<file path="src/rtl/dds_seq_pkg.sv">
package dds_seq_pkg;
  localparam int unsigned CMD_W     = 16;
  localparam int unsigned TW_W      = 32;
  localparam int unsigned TW_BYTES  = TW_W / 8;
  localparam int unsigned NUM_CMDS  = TW_BYTES + 2;
  localparam int unsigned IDX_W     = $clog2(NUM_CMDS);

  localparam logic [CMD_W-1:0] CMD_PARK    = 16'hF800;
  localparam logic [CMD_W-1:0] CMD_RELEASE = 16'hC000;
  localparam logic [3:0]       OP_HOLD     = 4'h3;
  localparam logic [3:0]       OP_COMMIT   = 4'h2;

  typedef enum logic [1:0] {SQ_IDLE, SQ_LOAD, SQ_WAIT} seq_state_e;
  typedef enum logic [1:0] {TX_IDLE, TX_SHIFT, TX_GAP} tx_state_e;
endpackage

</file>
<file path="src/rtl/dds_cmd_gen.sv">
module dds_cmd_gen
  import dds_seq_pkg::*;
(
  input  logic [IDX_W-1:0] idx_i,
  input  logic [TW_W-1:0]  tw_i,
  output logic [CMD_W-1:0] cmd_o
);
  localparam int unsigned LAST = NUM_CMDS - 1;

  logic [CMD_W-1:0] byte_cmd [TW_BYTES];

  // byte k goes out k-th, high byte first; even k holds, odd k commits
  for (genvar k = 0; k < TW_BYTES; k++) begin : g_byte
    localparam logic [3:0] OP   = (k % 2 == 0) ? OP_HOLD : OP_COMMIT;
    localparam logic [3:0] ADDR = 4'(TW_BYTES - 1 - k);
    assign byte_cmd[k] = {OP, ADDR, tw_i[TW_W-1-8*k -: 8]};
  end

  always_comb begin
    cmd_o = CMD_PARK;
    if (idx_i == IDX_W'(LAST)) cmd_o = CMD_RELEASE;
    else if (idx_i != '0)      cmd_o = byte_cmd[idx_i - IDX_W'(1)];
  end
endmodule

</file>
<file path="src/rtl/dds_spi_tx.sv">
module dds_spi_tx
  import dds_seq_pkg::*;
#(
  parameter int unsigned CLK_DIV = 2,
  parameter int unsigned GAP_CYC = 2
) (
  input  logic             clk_i,
  input  logic             rst_ni,
  input  logic             load_i,
  input  logic [CMD_W-1:0] word_i,
  output logic             word_done_o,
  output logic             sclk_o,
  output logic             fsync_o,
  output logic             mosi_o
);
  localparam int unsigned DIV_W = $clog2(CLK_DIV + 1);
  localparam int unsigned BIT_W = $clog2(CMD_W + 1);
  localparam int unsigned GAP_W = $clog2(GAP_CYC + 1);

  tx_state_e        st_q;
  logic [CMD_W-1:0] sr_q;
  logic [DIV_W-1:0] div_q;
  logic [BIT_W-1:0] bit_q;
  logic [GAP_W-1:0] gap_q;

  always_ff @(posedge clk_i or negedge rst_ni) begin
    if (!rst_ni) begin
      st_q        <= TX_IDLE;
      sr_q        <= '0;
      div_q       <= '0;
      bit_q       <= '0;
      gap_q       <= '0;
      sclk_o      <= 1'b1;
      fsync_o     <= 1'b1;
      word_done_o <= 1'b0;
    end else begin
      word_done_o <= 1'b0;
      unique case (st_q)
        TX_IDLE: if (load_i) begin
          sr_q    <= word_i;
          fsync_o <= 1'b0;
          div_q   <= '0;
          bit_q   <= '0;
          st_q    <= TX_SHIFT;
        end
        TX_SHIFT: begin
          if (div_q == DIV_W'(CLK_DIV - 1)) begin
            div_q  <= '0;
            sclk_o <= ~sclk_o;
            // rising edge: advance to next bit or close frame
            if (!sclk_o) begin
              if (bit_q == BIT_W'(CMD_W - 1)) begin
                fsync_o <= 1'b1;
                gap_q   <= '0;
                st_q    <= TX_GAP;
              end else begin
                sr_q  <= {sr_q[CMD_W-2:0], 1'b0};
                bit_q <= bit_q + BIT_W'(1);
              end
            end
          end else begin
            div_q <= div_q + DIV_W'(1);
          end
        end
        TX_GAP: begin
          if (gap_q == GAP_W'(GAP_CYC - 1)) begin
            word_done_o <= 1'b1;
            st_q        <= TX_IDLE;
          end else begin
            gap_q <= gap_q + GAP_W'(1);
          end
        end
        default: st_q <= TX_IDLE;
      endcase
    end
  end

  assign mosi_o = ~fsync_o & sr_q[CMD_W-1];
endmodule

</file>
<file path="src/rtl/dds_seq_ctrl.sv">
module dds_seq_ctrl
  import dds_seq_pkg::*;
(
  input  logic             clk_i,
  input  logic             rst_ni,
  input  logic             start_i,
  input  logic [TW_W-1:0]  tw_i,
  input  logic             tx_done_i,
  output logic             load_o,
  output logic [IDX_W-1:0] idx_o,
  output logic [TW_W-1:0]  tw_o,
  output logic             busy_o,
  output logic             done_o
);
  seq_state_e st_q;

  always_ff @(posedge clk_i or negedge rst_ni) begin
    if (!rst_ni) begin
      st_q   <= SQ_IDLE;
      idx_o  <= '0;
      tw_o   <= '0;
      busy_o <= 1'b0;
      done_o <= 1'b0;
    end else begin
      done_o <= 1'b0;
      unique case (st_q)
        SQ_IDLE: if (start_i) begin
          tw_o   <= tw_i;
          idx_o  <= '0;
          busy_o <= 1'b1;
          st_q   <= SQ_LOAD;
        end
        SQ_LOAD: st_q <= SQ_WAIT;
        SQ_WAIT: if (tx_done_i) begin
          if (idx_o == IDX_W'(NUM_CMDS - 1)) begin
            busy_o <= 1'b0;
            done_o <= 1'b1;
            st_q   <= SQ_IDLE;
          end else begin
            idx_o <= idx_o + IDX_W'(1);
            st_q  <= SQ_LOAD;
          end
        end
        default: st_q <= SQ_IDLE;
      endcase
    end
  end

  assign load_o = (st_q == SQ_LOAD);
endmodule

</file>
<file path="src/rtl/dds_freq_prog.sv">
module dds_freq_prog
  import dds_seq_pkg::*;
#(
  parameter int unsigned CLK_DIV = 2,
  parameter int unsigned GAP_CYC = 2
) (
  input  logic        clk_i,
  input  logic        rst_ni,
  input  logic        start_i,
  input  logic [31:0] tw_i,
  output logic        busy_o,
  output logic        done_o,
  output logic        sclk_o,
  output logic        fsync_o,
  output logic        mosi_o
);
  logic             load;
  logic             tx_done;
  logic [IDX_W-1:0] idx;
  logic [TW_W-1:0]  tw_q;
  logic [CMD_W-1:0] cmd;

  dds_seq_ctrl u_ctrl (
    .clk_i, .rst_ni, .start_i, .tw_i,
    .tx_done_i (tx_done),
    .load_o    (load),
    .idx_o     (idx),
    .tw_o      (tw_q),
    .busy_o, .done_o
  );

  dds_cmd_gen u_gen (.idx_i(idx), .tw_i(tw_q), .cmd_o(cmd));

  dds_spi_tx #(.CLK_DIV(CLK_DIV), .GAP_CYC(GAP_CYC)) u_tx (
    .clk_i, .rst_ni,
    .load_i      (load),
    .word_i      (cmd),
    .word_done_o (tx_done),
    .sclk_o, .fsync_o, .mosi_o
  );
endmodule

</file>
<file path="config.mk">
export PLATFORM = sky130hd
export DESIGN_NAME = dds_freq_prog
export DESIGN_NICKNAME = d
export VERILOG_FILES = /design/src/rtl/dds_seq_pkg.sv /design/src/rtl/dds_cmd_gen.sv /design/src/rtl/dds_spi_tx.sv /design/src/rtl/dds_seq_ctrl.sv /design/src/rtl/dds_freq_prog.sv
export SDC_FILE = /design/constraint.sdc
export NUM_CORES = 1
export LEC_CHECK = 0
export ABC_AREA = 1
export BUFFER_PORTS_ARGS = -buffer_cell sky130_fd_sc_hd__buf_4
export CORE_UTILIZATION = 40
export CTS_BUF_LIST = sky130_fd_sc_hd__clkbuf_4
export CTS_CLUSTER_SIZE = 16
export DETAILED_ROUTE_END_ITERATION = 16
export GPL_TIMING_DRIVEN = 0
export PLACE_DENSITY_LB_ADDON = 0.1
export SYNTH_ARGS = -nofsm -noshare
export SYNTH_HDL_FRONTEND = slang
export SYNTH_HIERARCHICAL = 1
export SYNTH_SLANG_ARGS = --single-unit
</file>
<file path="constraint.sdc">
create_clock -name clk_i -period 2.19 [get_ports clk_i]
set_input_delay 0.438 -clock clk_i [delete_from_list [all_inputs] [get_ports clk_i]]
set_output_delay 0.438 -clock clk_i [all_outputs]
set_load 0.05 [all_outputs]
</file>
---- Yosys cells after proc, flatten, opt, wreduce, memory -nomap -nowiden ----
Cells that the tools add are included.
Widths: inputs -> output; s select.
word-level totals
  ROM bits ................................ 0
  bits in writable memories ............... 0
  bits in registers ....................... 69
  bits in latches ......................... 0
  memories ................................ 0
  input port bits ......................... 35
cells by class
  reductions and logical operators ........ 16
  muxes and demuxes ....................... 51
  equal/unequal tests ..................... 19
  shifts and indexed selects .............. 0
  $lt $le $gt $ge ......................... 1
  $mul .................................... 0
  div/mod/pow operators ................... 0
  $add $sub $neg .......................... 5
  bitwise operators ....................... 4
operators by type and width
  cell                 number
  $mux 16              8
  $bmux 16 s2          1
  $pmux 16 s2          1
  $mux 2               13
  $mux 5               4
  $reduce_and 5->1     4
  $mux 1               13
  $ne 2x2->1 const B   6
  $pmux 2 s3           2
  $ne 2x1->1 const B   5
  $pmux 5 s2           1
  $mux 3               3
  $eq 2x1->1 const B   4
  $pmux 2 s2           2
  $reduce_and 2->1     4
  $reduce_and 4->1     2
  $pmux 3 s2           1
  $reduce_bool 2->1    3
  $add 5x1->5 const B  1
  $eq 5x4->1 const B   1
  $add 2x1->2 const B  2
  $eq 2x2->1 const B   2
  $ge 4x3->1 const B   1
  $logic_not 2->1      2
  8 further kinds      10

---- Longest topological paths before layout ----
  depth after elaboration ................. 9
  gate-level depth with buffers ........... 13

---- Cells and area by module ----
Netlist, hierarchy kept.
modules (own cells, without submodules)
  module        sequential area each (µm²)  cells an instance  instances  area each (µm²)
  dds_seq_ctrl  975.9                       185                1          1661.6
  dds_spi_tx    753.2                       210                1          1600.3
  dds_cmd_gen   0.0                         110                1          620.6

---- Worst setup path before layout ----
OpenSTA, ideal clock, no wires.
  path kind ............................... flip-flop to flip-flop
  start point ............................. register u_ctrl.idx_o[0]
  end point ............................... register u_tx.sr_q[3]
  period minus slack after synthesis ...... 1.862 ns
  path buffers ............................ 3
  arrival ................................. 1.744 ns
  stages on the path, launching flop included .. 13
  setup slack ............................. 0.328 ns
  cells stage by stage .................... dfrtp_1 > buf_6 > inv_6 > buf_12 > ha_1 > buf_6 > clkinv_1 > nand3_1 > a21oi_2 > nand2_1 > nand2_1 > nand3_1 > nand2_1
on the way
  longest elaborated chain between the ends .. 9
RTL lines
  element                                     line                 source
  from (decl)                                 dds_seq_ctrl.sv:10   output logic [IDX_W-1:0] idx_o,
  from (signal assigned)                      dds_seq_ctrl.sv:40   idx_o <= idx_o + IDX_W'(1);
  $sub 3x1->3                                 dds_cmd_gen.sv:22    else if (idx_i != '0) cmd_o = byte_cmd[idx_i - IDX_W'(1)];
  $not 3->4 (not written as such)             dds_cmd_gen.sv:22
  $bmux 16 s2                                 dds_cmd_gen.sv:22
  $mux 16 (not written as such) (2 in a row)  dds_cmd_gen.sv:22
  $mux 16                                     dds_cmd_gen.sv:22
  $mux 16 (*)                                 dds_cmd_gen.sv:21    if (idx_i == IDX_W'(LAST)) cmd_o = CMD_RELEASE;
  net cmd[3]                                  dds_freq_prog.sv:21  logic [CMD_W-1:0] cmd;
  $mux 16 (*)                                 dds_spi_tx.sv:39     TX_IDLE: if (load_i) begin
  $pmux 16 s2 (*)                             dds_spi_tx.sv:38     unique case (st_q)
  to (signal assigned)                        dds_spi_tx.sv:40     sr_q <= word_i;
  to (signal assigned)                        dds_spi_tx.sv:57     sr_q <= {sr_q[CMD_W-2:0], 1'b0};
  to (decl)                                   dds_spi_tx.sv:21     logic [CMD_W-1:0] sr_q;
Mark *: on every way through the listed nets, which the timed path passes. The rest lies on a longest branch. The select of a mux whose other input is x is not followed.
A chain may end at the register's enable or synchronous reset.

---- Worst setup path after layout ----
  start point ............................. register u_ctrl.idx_o[0]
  end point ............................... register u_tx.sr_q[6]
The elaborated chain is that of the path after synthesis.

==> results.json <==
{
  "reg2reg_depth": 12,
  "maxCapViolCount": 0,
  "crit_chain": "buf_8, inv_6, buf_12, ha_1, buf_6, inv_4, nand3_1, a21oi_2, nand2_1, nand2_1, nand3_1, nand2_1",
  "avgRoutedWirePerCell_um": 11.99,
  "rsz0062_at_grt": "no",
  "gr-total-overflow": 0,
  "drt_iter0_drc": 124,
  "syn_area_um2": 3882,
  "synth.avg_cell_area_um2": 7.688,
  "leakage_uw": 0.002429,
  "port_buffers": 38,
  "drv_slew": 0,
  "cts_made_buffers": 9,
  "period_share": 0.9143,
  "die_w_um": 100.5,
  "max_slew_margin": 0.4160,
  "power.share.sequential": 0.342,
  "ys_types": 37,
  "cpPeakStageDelay_ns": 0.47,
  "route.vias.total": 3168,
  "startpoint": "u_ctrl/idx_o[0]$_DFFE_PN0P_",
  "fin_ws_ns": 0.1876,
  "p_int_uw": 3370,
  "die_h_um": 100.5,
  "critPathCaptureType": "flip-flop",
  "cp.arrival_ns": 2.36,
  "yosys_warnings": 6,
  "grt_max_degree": 70,
  "rr_endpoint": "u_tx/sr_q[6]$_DFFE_PN0P_",
  "synthArstFlopShare": 1.000,
  "synth_edf_count": 0,
  "drc_errors": 0,
  "cp.required_ns": 2.54,
  "crit_top_cell": "nand2_1",
  "endpoint": "u_tx/sr_q[6]$_DFFE_PN0P_",
  "worst_slew_pin_slew_ns": 0.8760,
  "htree_levels": 3,
  "core_area_um2": 9328,
  "dr_wl_met3_um": 241,
  "fin_skew_ns": 0.01366,
  "swShare": 0.4480,
  "r2r_start": "u_ctrl/idx_o[0]$_DFFE_PN0P_",
  "groute.usage.overall": 0.1883,
  "synth_fp_nets": 547,
  "cts_sinks": 69,
  "dp_hpwl_um": 5888,
  "grt_pass1_vias": 3208,
  "synth_ff_type": "dfrtp_1",
  "max_freq_mhz": 499.4,
  "pre_cts_ws_ns": 0.01099,
  "met1_length_um": 4028,
  "clkPwrFrac": 0.139,
  "finalWirelength_um": 8252,
  "clock_latency_ns": 0.40,
  "path_max_fanout": 10,
  "ys_seq_elements": 69,
  "globalplace.congestion": 0.7635,
  "cts_root_buf": "clkbuf_4",
  "path_clk_slew_ns": 0.11,
  "antenna_found_initial": 0,
  "cp_slowest_cell": "dfrtp_2",
  "p_sw_uw": 2735,
  "finalHoldViolations": 0,
  "area_growth_pct": 15.40,
  "routed_via_density": 4.605,
  "drive_gt1_frac": 0.2165,
  "ys_seq_area_frac": 0.4454,
  "top_layer": "met4",
  "p_per_area_nw_per_um2": 1363,
  "cts_tree": "yes",
  "synthesis.instances": 505,
  "row_count": 35,
  "setup-violations-final": 0,
  "pwr-share-comb": 0.519,
  "tns_ns": 0,
  "wl_met2_um": 3878,
  "max-clock-path-buffers": 2,
  "min_path_type": "input pin to async pin",
  "nets": 596,
  "whs_ns": 0.1430,
  "fillers": 981,
  "worstSetupStartpointType": "flip-flop",
  "postCtsHoldBufs": 0,
  "num_antenna_cells": 0,
  "irDropWorstVdd_v": 0.0005120,
  "crit_type": "flip-flop to flip-flop",
  "dieArea_um2": 10100,
  "ant_nets": 0,
  "start_util": 0.4162,
  "status": "completed",
  "ios": 40,
  "dr.pass1.iters": 4,
  "post-route-min-period_ns": 2.002,
  "r2r_setup_slack_ns": 0.19,
  "grt_pass1_wl_um": 14900
}
[layer usage]
metal / vias up / track usage
met4: 0 / 0.06912
met3: 10 / 0.02843
met2: 44 / 0.3161
met5: - / 0
met1: 1454 / 0.2466
li1: 1660 / -
[how the worst min path moves through the flow]
stage / end / cells past startpoint / slack [ns] / startpoint
after global routing: u_tx/div_q[0]$_DFFE_PN0P_ / 1 / 0.20 / rst_ni
final: u_tx/div_q[0]$_DFFE_PN0P_ / 1 / 0.14 / rst_ni
after detailed placement: u_ctrl/tw_o[16]$_DFFE_PN0P_ / 2 / 0.46 / u_ctrl/tw_o[16]$_DFFE_PN0P_
after global placement: u_tx/gap_q[1]$_DFFE_PN0P_ / 2 / 0.46 / u_tx/gap_q[1]$_DFFE_PN0P_
after floorplan: u_ctrl/busy_o$_DFFE_PN0P_ / 0 / 0.14 / rst_ni
after CTS: u_tx/gap_q[0]$_DFFE_PN0P_ / 1 / 0.17 / rst_ni
[through the flow]
stage | utilization | instances | cell area, µm² | power, µW
floorplan | - | 505 | 3882 | 4530
global placement | 0.4641 | 672 | 4329 | 5233
detailed placement | 0.4641 | 672 | 4329 | 5289
CTS | 0.4791 | 688 | 4469 | 6166
global route | 0.4803 | 688 | 4481 | 6753
finish | 0.4803 | 688 | 4481 | 6105
[area by class of cell]
cell class / count / area (µm²) / share of cell area
plain buffers: 26 / 205.2 / 0.04580
clock buffers: 14 / 105.1 / 0.02346
clock inverters: 2 / 33.78 / 0.007540
inverters: 63 / 244.0 / 0.05445
multi-input cells: 347 / 1715 / 0.3829
flip-flops and latches: 69 / 1730 / 0.3862
well taps: 129 / 161.4 / 0.03602
repair buffers: 38 / 285.3 / 0.06367
[cell families after synthesis]
kind of cell | share of synthesized area
other | 0.0009659
buffers and inverters | 0.1134
and+or+nand+nor | 0.3658
AOI/OAI and AO/OA | 0.04738
adders and majority gates | 0.02256
xor gates and xnor gates | 0.004513
DFF | 0.4454
[power groups by stage]
stage | combinational, µW | clock [µW] | sequential [µW]
after detailed placement | 3170 | 0 | 2120
after global placement | 3130 | 0 | 2110
final | 3170 | 851 | 2090
after floorplan | 2420 | 0 | 2110
after CTS | 3190 | 883 | 2090
after global routing | 3640 | 953 | 2160
[flip-flops by register name, summed over array words and instances, names as in the netlist]
register and flops:
u_tx/sr_q 16, u_ctrl/st_q 2, u_tx/st_q 2, u_ctrl/tw_o 32, u_tx/div_q 2, u_tx/sclk_o 1, u_tx/fsync_o 1, u_ctrl/busy_o 1
u_tx/gap_q 2, u_ctrl/done_o 1, u_ctrl/idx_o 3, u_tx/word_done_o 1, u_tx/bit_q 5
[cells in the final DEF, fill, tap and decap left out, types with 3 or more instances in the layout]
cell	n
a21oi_2	8
buf_2	9
buf_4	43
buf_6	5
clkbuf_1	3
clkbuf_4	14
dfrtp_1	66
ha_1	7
inv_1	57
inv_2	4
nand2_1	204
nand2_2	10
nand2_4	3
nand3_1	63
nand3_2	9
nand4_1	3
nor2_1	10
o21ai_0	8
o21bai_1	5
[timing repair]
action | CTS | global route
resized for setup | 1 | 6
setup buffers | 0 | 0
endpoints found under the setup margin | 5 | 10
[synthesized netlist by cell type (4+ instances only)]
library cell / number / area (µm²)
nand3_1: 63 / 315.3
nand3_2: 9 / 90.09
nand2_2: 9 / 56.30
nor2_1: 10 / 37.54
a21oi_2: 8 / 70.07
inv_1: 57 / 214.0
ha_1: 7 / 87.58
buf_6: 6 / 67.56
buf_2: 9 / 45.04
buf_4: 5 / 37.54
inv_2: 4 / 15.01
dfrtp_1: 67 / 1677
nand2_1: 205 / 769.5
o21ai_0: 8 / 40.04
o21bai_1: 5 / 37.54
[worst max-delay path, delay by kind of cell (launching register included)]
kind                     cells  cell delay [ns]
buffers and inverters        5             0.65
flip-flops                   1             0.47
adder cells (fa/ha/maj)      1             0.24
AO/OA/AOI/OAI                1             0.20
AND/OR/NAND/NOR              5             0.36
Note: power is estimated with default switching activity, not from simulation.
